## src/rtl/dig_pkg.sv

```systemverilog
package dig_pkg;
  typedef enum logic [1:0] {
    GM_LOCKED = 2'b00,
    GM_WIPING = 2'b01,
    GM_OPEN   = 2'b10
  } gate_mode_e;
endpackage

```

## src/rtl/dig_mode_fsm.sv

```systemverilog
module dig_mode_fsm
  import dig_pkg::*;
(
  input  logic       clk,
  input  logic       rst,
  input  logic       unlock_req,
  input  logic       erase_done,
  output gate_mode_e mode_q,
  output logic       erase_req
);
  gate_mode_e mode_d;

  always_comb begin
    mode_d = mode_q;
    unique case (mode_q)
      GM_LOCKED: if (unlock_req) mode_d = GM_WIPING;
      GM_WIPING: if (erase_done) mode_d = GM_OPEN;
      GM_OPEN:   mode_d = GM_OPEN;
      default:   mode_d = GM_LOCKED;
    endcase
  end

  always_ff @(posedge clk) begin
    if (rst) mode_q <= GM_LOCKED;
    else     mode_q <= mode_d;
  end

  assign erase_req = (mode_q == GM_WIPING);

  assert_wipe_starts_R3: assert property (@(posedge clk) disable iff (rst)
    (mode_q == GM_LOCKED && unlock_req) |=> (mode_q == GM_WIPING && erase_req));
  assert_open_after_done_R4: assert property (@(posedge clk) disable iff (rst)
    $rose(mode_q == GM_OPEN) |-> $past(mode_q == GM_WIPING && erase_done));
  assert_unlock_ignored_R6: assert property (@(posedge clk) disable iff (rst)
    (mode_q == GM_WIPING && !erase_done) |=> (mode_q == GM_WIPING));
  assert_done_ignored_R9: assert property (@(posedge clk) disable iff (rst)
    (mode_q == GM_LOCKED && !unlock_req) |=> (mode_q == GM_LOCKED));
  assert_reset_locks_R7: assert property (@(posedge clk)
    $past(rst) |-> (mode_q == GM_LOCKED && !erase_req));
endmodule

```

## src/rtl/dig_ir_filter.sv

```systemverilog
module dig_ir_filter #(
  parameter int                      IR_W      = 8,
  parameter int                      N_PUB     = 3,
  parameter logic [N_PUB*IR_W-1:0]   PUB_CODES = 24'h020100
) (
  input  logic            clk,
  input  logic            rst,
  input  logic            full_access,
  input  logic            ir_valid,
  input  logic [IR_W-1:0] ir_code,
  output logic            dec_valid,
  output logic [IR_W-1:0] dec_code
);
  localparam logic [IR_W-1:0] BYP = '1;

  logic [N_PUB-1:0] hit_vec;
  logic             hit;

  for (genvar g = 0; g < N_PUB; g++) begin : g_pub
    assign hit_vec[g] = (ir_code == PUB_CODES[g*IR_W +: IR_W]);
  end

  assign hit = (|hit_vec) || (ir_code == BYP);

  always_ff @(posedge clk) begin
    if (rst) begin
      dec_valid <= 1'b0;
      dec_code  <= BYP;
    end else begin
      dec_valid <= ir_valid;
      dec_code  <= (ir_valid && (full_access || hit)) ? ir_code : BYP;
    end
  end

  assert_blocked_bypass_R5: assert property (@(posedge clk) disable iff (rst)
    (ir_valid && !full_access && !hit) |=> (dec_valid && dec_code == BYP));
  assert_open_passes_R8: assert property (@(posedge clk) disable iff (rst)
    (ir_valid && full_access) |=> (dec_valid && dec_code == $past(ir_code)));
  assert_idle_bypass_R10: assert property (@(posedge clk) disable iff (rst)
    !ir_valid |=> (!dec_valid && dec_code == BYP));
endmodule

```

## src/rtl/dbg_instr_gate.sv

```systemverilog
module dbg_instr_gate
  import dig_pkg::*;
#(
  parameter int                    IR_W      = 8,
  parameter int                    N_PUB     = 3,
  parameter logic [N_PUB*IR_W-1:0] PUB_CODES = 24'h020100
) (
  input  logic            clk,
  input  logic            rst,
  input  logic            ir_valid,
  input  logic [IR_W-1:0] ir_code,
  input  logic            unlock_req,
  input  logic            erase_done,
  output logic            erase_req,
  output logic            dec_valid,
  output logic [IR_W-1:0] dec_code,
  output logic [1:0]      gate_mode
);
  gate_mode_e mode_q;

  dig_mode_fsm u_fsm (
    .clk        (clk),
    .rst        (rst),
    .unlock_req (unlock_req),
    .erase_done (erase_done),
    .mode_q     (mode_q),
    .erase_req  (erase_req)
  );

  dig_ir_filter #(
    .IR_W      (IR_W),
    .N_PUB     (N_PUB),
    .PUB_CODES (PUB_CODES)
  ) u_filter (
    .clk         (clk),
    .rst         (rst),
    .full_access (mode_q == GM_OPEN),
    .ir_valid    (ir_valid),
    .ir_code     (ir_code),
    .dec_valid   (dec_valid),
    .dec_code    (dec_code)
  );

  assign gate_mode = mode_q;

  assert_reset_state_R1: assert property (@(posedge clk)
    $past(rst) |-> (!dec_valid && dec_code == '1 && gate_mode == 2'b00));
endmodule

```

## config.mk

```make
export PLATFORM = sky130hd
export DESIGN_NAME = dbg_instr_gate
export DESIGN_NICKNAME = d
export VERILOG_FILES = /design/src/rtl/dig_pkg.sv /design/src/rtl/dig_mode_fsm.sv /design/src/rtl/dig_ir_filter.sv /design/src/rtl/dbg_instr_gate.sv
export SDC_FILE = /design/constraint.sdc
export NUM_CORES = 1
export LEC_CHECK = 0
export BUFFER_PORTS_ARGS = -buffer_cell sky130_fd_sc_hd__buf_2
export CORE_AREA = 2 2 39 41
export DETAILED_ROUTE_END_ITERATION = 8
export DIE_AREA = 0 0 41 43
export HOLD_SLACK_MARGIN = 0.1
export SLEW_MARGIN = 20
export SYNTH_ARGS = -nofsm -noshare
export SYNTH_HDL_FRONTEND = slang
export SYNTH_SLANG_ARGS = --single-unit
```

## constraint.sdc

```tcl
create_clock -name clk -period 1.3 [get_ports clk]
set_clock_uncertainty 0.05 [all_clocks]
set_input_delay 0.26 -clock clk [delete_from_list [all_inputs] [get_ports clk]]
set_output_delay 0.26 -clock clk [all_outputs]
set_load 0.03 [all_outputs]
```

==> impl_results.md <==
- Number of global-route vias before repair: 302
- Hold Vio Cnt, Final: 0
- Antenna violations before repair: 0
- Startpoint Class: flop
- DR DRC count: 0
- Via count: about 360
- Htree depth: 1
- Commonest non-fill, non-tap cells in the layout: buf_2 (23), dfxtp_1 (9), nand3b_1 (8)
- CTS tree: built
- FF/Latch Area: 222.7 µm²
- Grt met2 use: around 16%
- Initial DRC Count: 0
- Final wirelength: approximately 800 µm
- Final worst setup slack: between 0.04 and 0.05 ns
- Reg2Reg Setup Slack: ~0.17 ns
- Initial Util: a little under a third
- Pleak: about 0.26 nW
- Ratio of cells with drive above 1 in the final layout: a little over half
- Number of post-CTS setup repair buffers: 0
- Most common cell after layout, fill and taps aside: buf_2
- Flops & latches, synth: 11
- Period utilization: ~97%
- Die Wd: slightly above 40 µm
- FP Rows: 14
- Top post-synthesis cells by area: dfxtp_1 (53%), nand3b_1 (14%), ha_1 (9.0%)
- Routability cong.: between 0.5 and 0.6
- Max-cap viol count: 0
- Placed insts: between 70 and 80
- Cell taking the most area after synthesis: dfxtp_1
- Root buf cell: clkbuf_4
- WS Path Type: reg -> out
- Post-route insts no fill: 81
- Synth warn: 0
- Crit path max fanout: 3
- Via-to-Cell Ratio: 4.481
- Pre-antenna DRT Iters: 1
- Syn avg cell area: 11.29 µm²
- CP endpoint kind: output port
- Synth cell types: 13
- DP Area: approximately 570 µm²
- Outcome: completed
- Post-layout net count: just over 80
- Cell count after synthesis: 37
- Clock transition at the registers of the reported paths: approximately 0.070 ns
- Power per cell area: 1298 mW/mm²
- Final max-slew violation count: 0
- Top Ports: 25
- Hold slack: roughly 0.13 ns
- Setup repair after global routing missed its margin: true
- # fillers: 140
- Worst Max-Slew Pin Slew: just under 0.3 ns
- TritonCTS Sinks: 11
- Worst Path Arrival: roughly 0.95 ns
- Grt total ovfl: 0
- Syn_nets: 53
- Hpwl dp: between 600 and 700 µm
- VDD IR max: slightly above 0.5 mV
- Fmax: 0.7954 GHz
- Beginning of the critical path: u_fsm.mode_q[1]
- GRT met3 Usage: 1.571%
- First-pass GRT wire length: 1207 µm
- Design area: ~600 µm²
- Share of the synthesized area in the top cell type: 52.69%
- Worst-skew pair later-pin latency: about 0.26 ns
- # hold bufs at CTS: 0
- Sequential fraction of the synthesis area: a little over half
- Port bufs: 24
- Die H: approximately 43 µm
- # diodes: 0
- DRT antenna net count: 0
- Mapped Area: roughly 420 µm²
- Gr usage total: 9.829%
- Largest net degree at the start of global routing: 10
- Final Critical Period: 1.257 ns
- GR Util met1: 11.54%
- DIE AREA: approximately 0.0018 mm²
- Clock Tree Buf Depth: 2
- Critical Path RT: 0.99 ns
- GRT busiest layer: met2
- R2R Path Start: u_fsm.mode_q[0]
- Multi-input gate area: around 190 µm²
- Min-delay worst type: in -> reg
- Synthesis-to-finish area growth: 45.51%
- Routed len/inst: between 9 and 10 µm
- Place WS: ~0.12 ns
- Core box area: roughly 0.0014 mm²
- Final setup viols: 0
- Min-delay src: rst
- Inserted Clock Buffers: 3
- Slew HR: 80.03%
## kinds of logic (layout without fill, tap and decap cells)
family / count (synthesis) / after routing / synth area share [%]
and+or+nand+nor: 13 / 13 / 23.05
DFF: 11 / 11 / 52.69
AOI/OAI and AO/OA: 6 / 6 / 11.38
buffers and inverters: 4 / 32 / 3.891
adders and majority gates: 3 / 3 / 8.983
## what timing repair did
item | CTS | global route
pin swaps | 1 | 1
endpoints found under the setup margin | 1 | 1
hold endpoints to repair | 0 | 0
gates resized for setup | 3 | 1
## metrics by stage
step                      power (mW)  setup TNS (ns)  utilization [%]
after floorplan               0.5013               0                -
after global placement        0.5552               0            40.87
after detailed placement      0.5582               0            40.87
after CTS                     0.7919               0            43.22
after global routing          0.8367       -0.001863            43.94
final                         0.7894               0            43.94
## state kept, by name (all words and copies together), names as in the netlist
| name | count |
|---|---|
| u_filter.dec_valid | 1 |
| u_filter.dec_code | 8 |
| u_fsm.mode_q | 2 |
## layout make-up
type | count | area share (%)
tap | 16 | 3.292
inverter | 3 | 1.852
multi-input combinational | 22 | 31.89
clock buffer | 4 | 4.321
timing repair buffer | 25 | 22.02
sequential | 11 | 36.63
## cell usage after synthesis (all sizes together)
cell type and n:
a211oi 2, a21o 2, a21oi 2, buf 1, dfxtp 11, ha 3
inv 3, nand2b 2, nand3 1, nand3b 8, nor2b 1, nor4 1
## final timing paths
path,cells after the start,end
hold reg to reg,2,u_fsm.mode_q[0]
setup / recovery,3,erase_req
setup reg to reg,5,u_fsm.mode_q[1]
hold / removal,2,u_fsm.mode_q[0]
## routing by layer
layer	wire, µm	vias up
met5	0	-
met4	7	0
met3	88	2
met2	345	18
met1	355	159
li1	-	184
## power breakdown
group | switching (mW) | total (mW) | internal, mW | leakage [nW]
clock network | 0.105 | 0.223 | 0.118 | 0.0150
logic | 0.115 | 0.195 | 0.0801 | 0.154
registers | 0.0145 | 0.371 | 0.357 | 0.0904
total | 0.234 | 0.789 | 0.555 | 0.260
## worst max-delay path: stages, from the launching register on
cell and delay [ns]:
dfxtp_2 0.35, inv_2 0.06, ha_4 0.16, buf_6 0.13
Note: power is estimated with default switching activity, not from simulation.
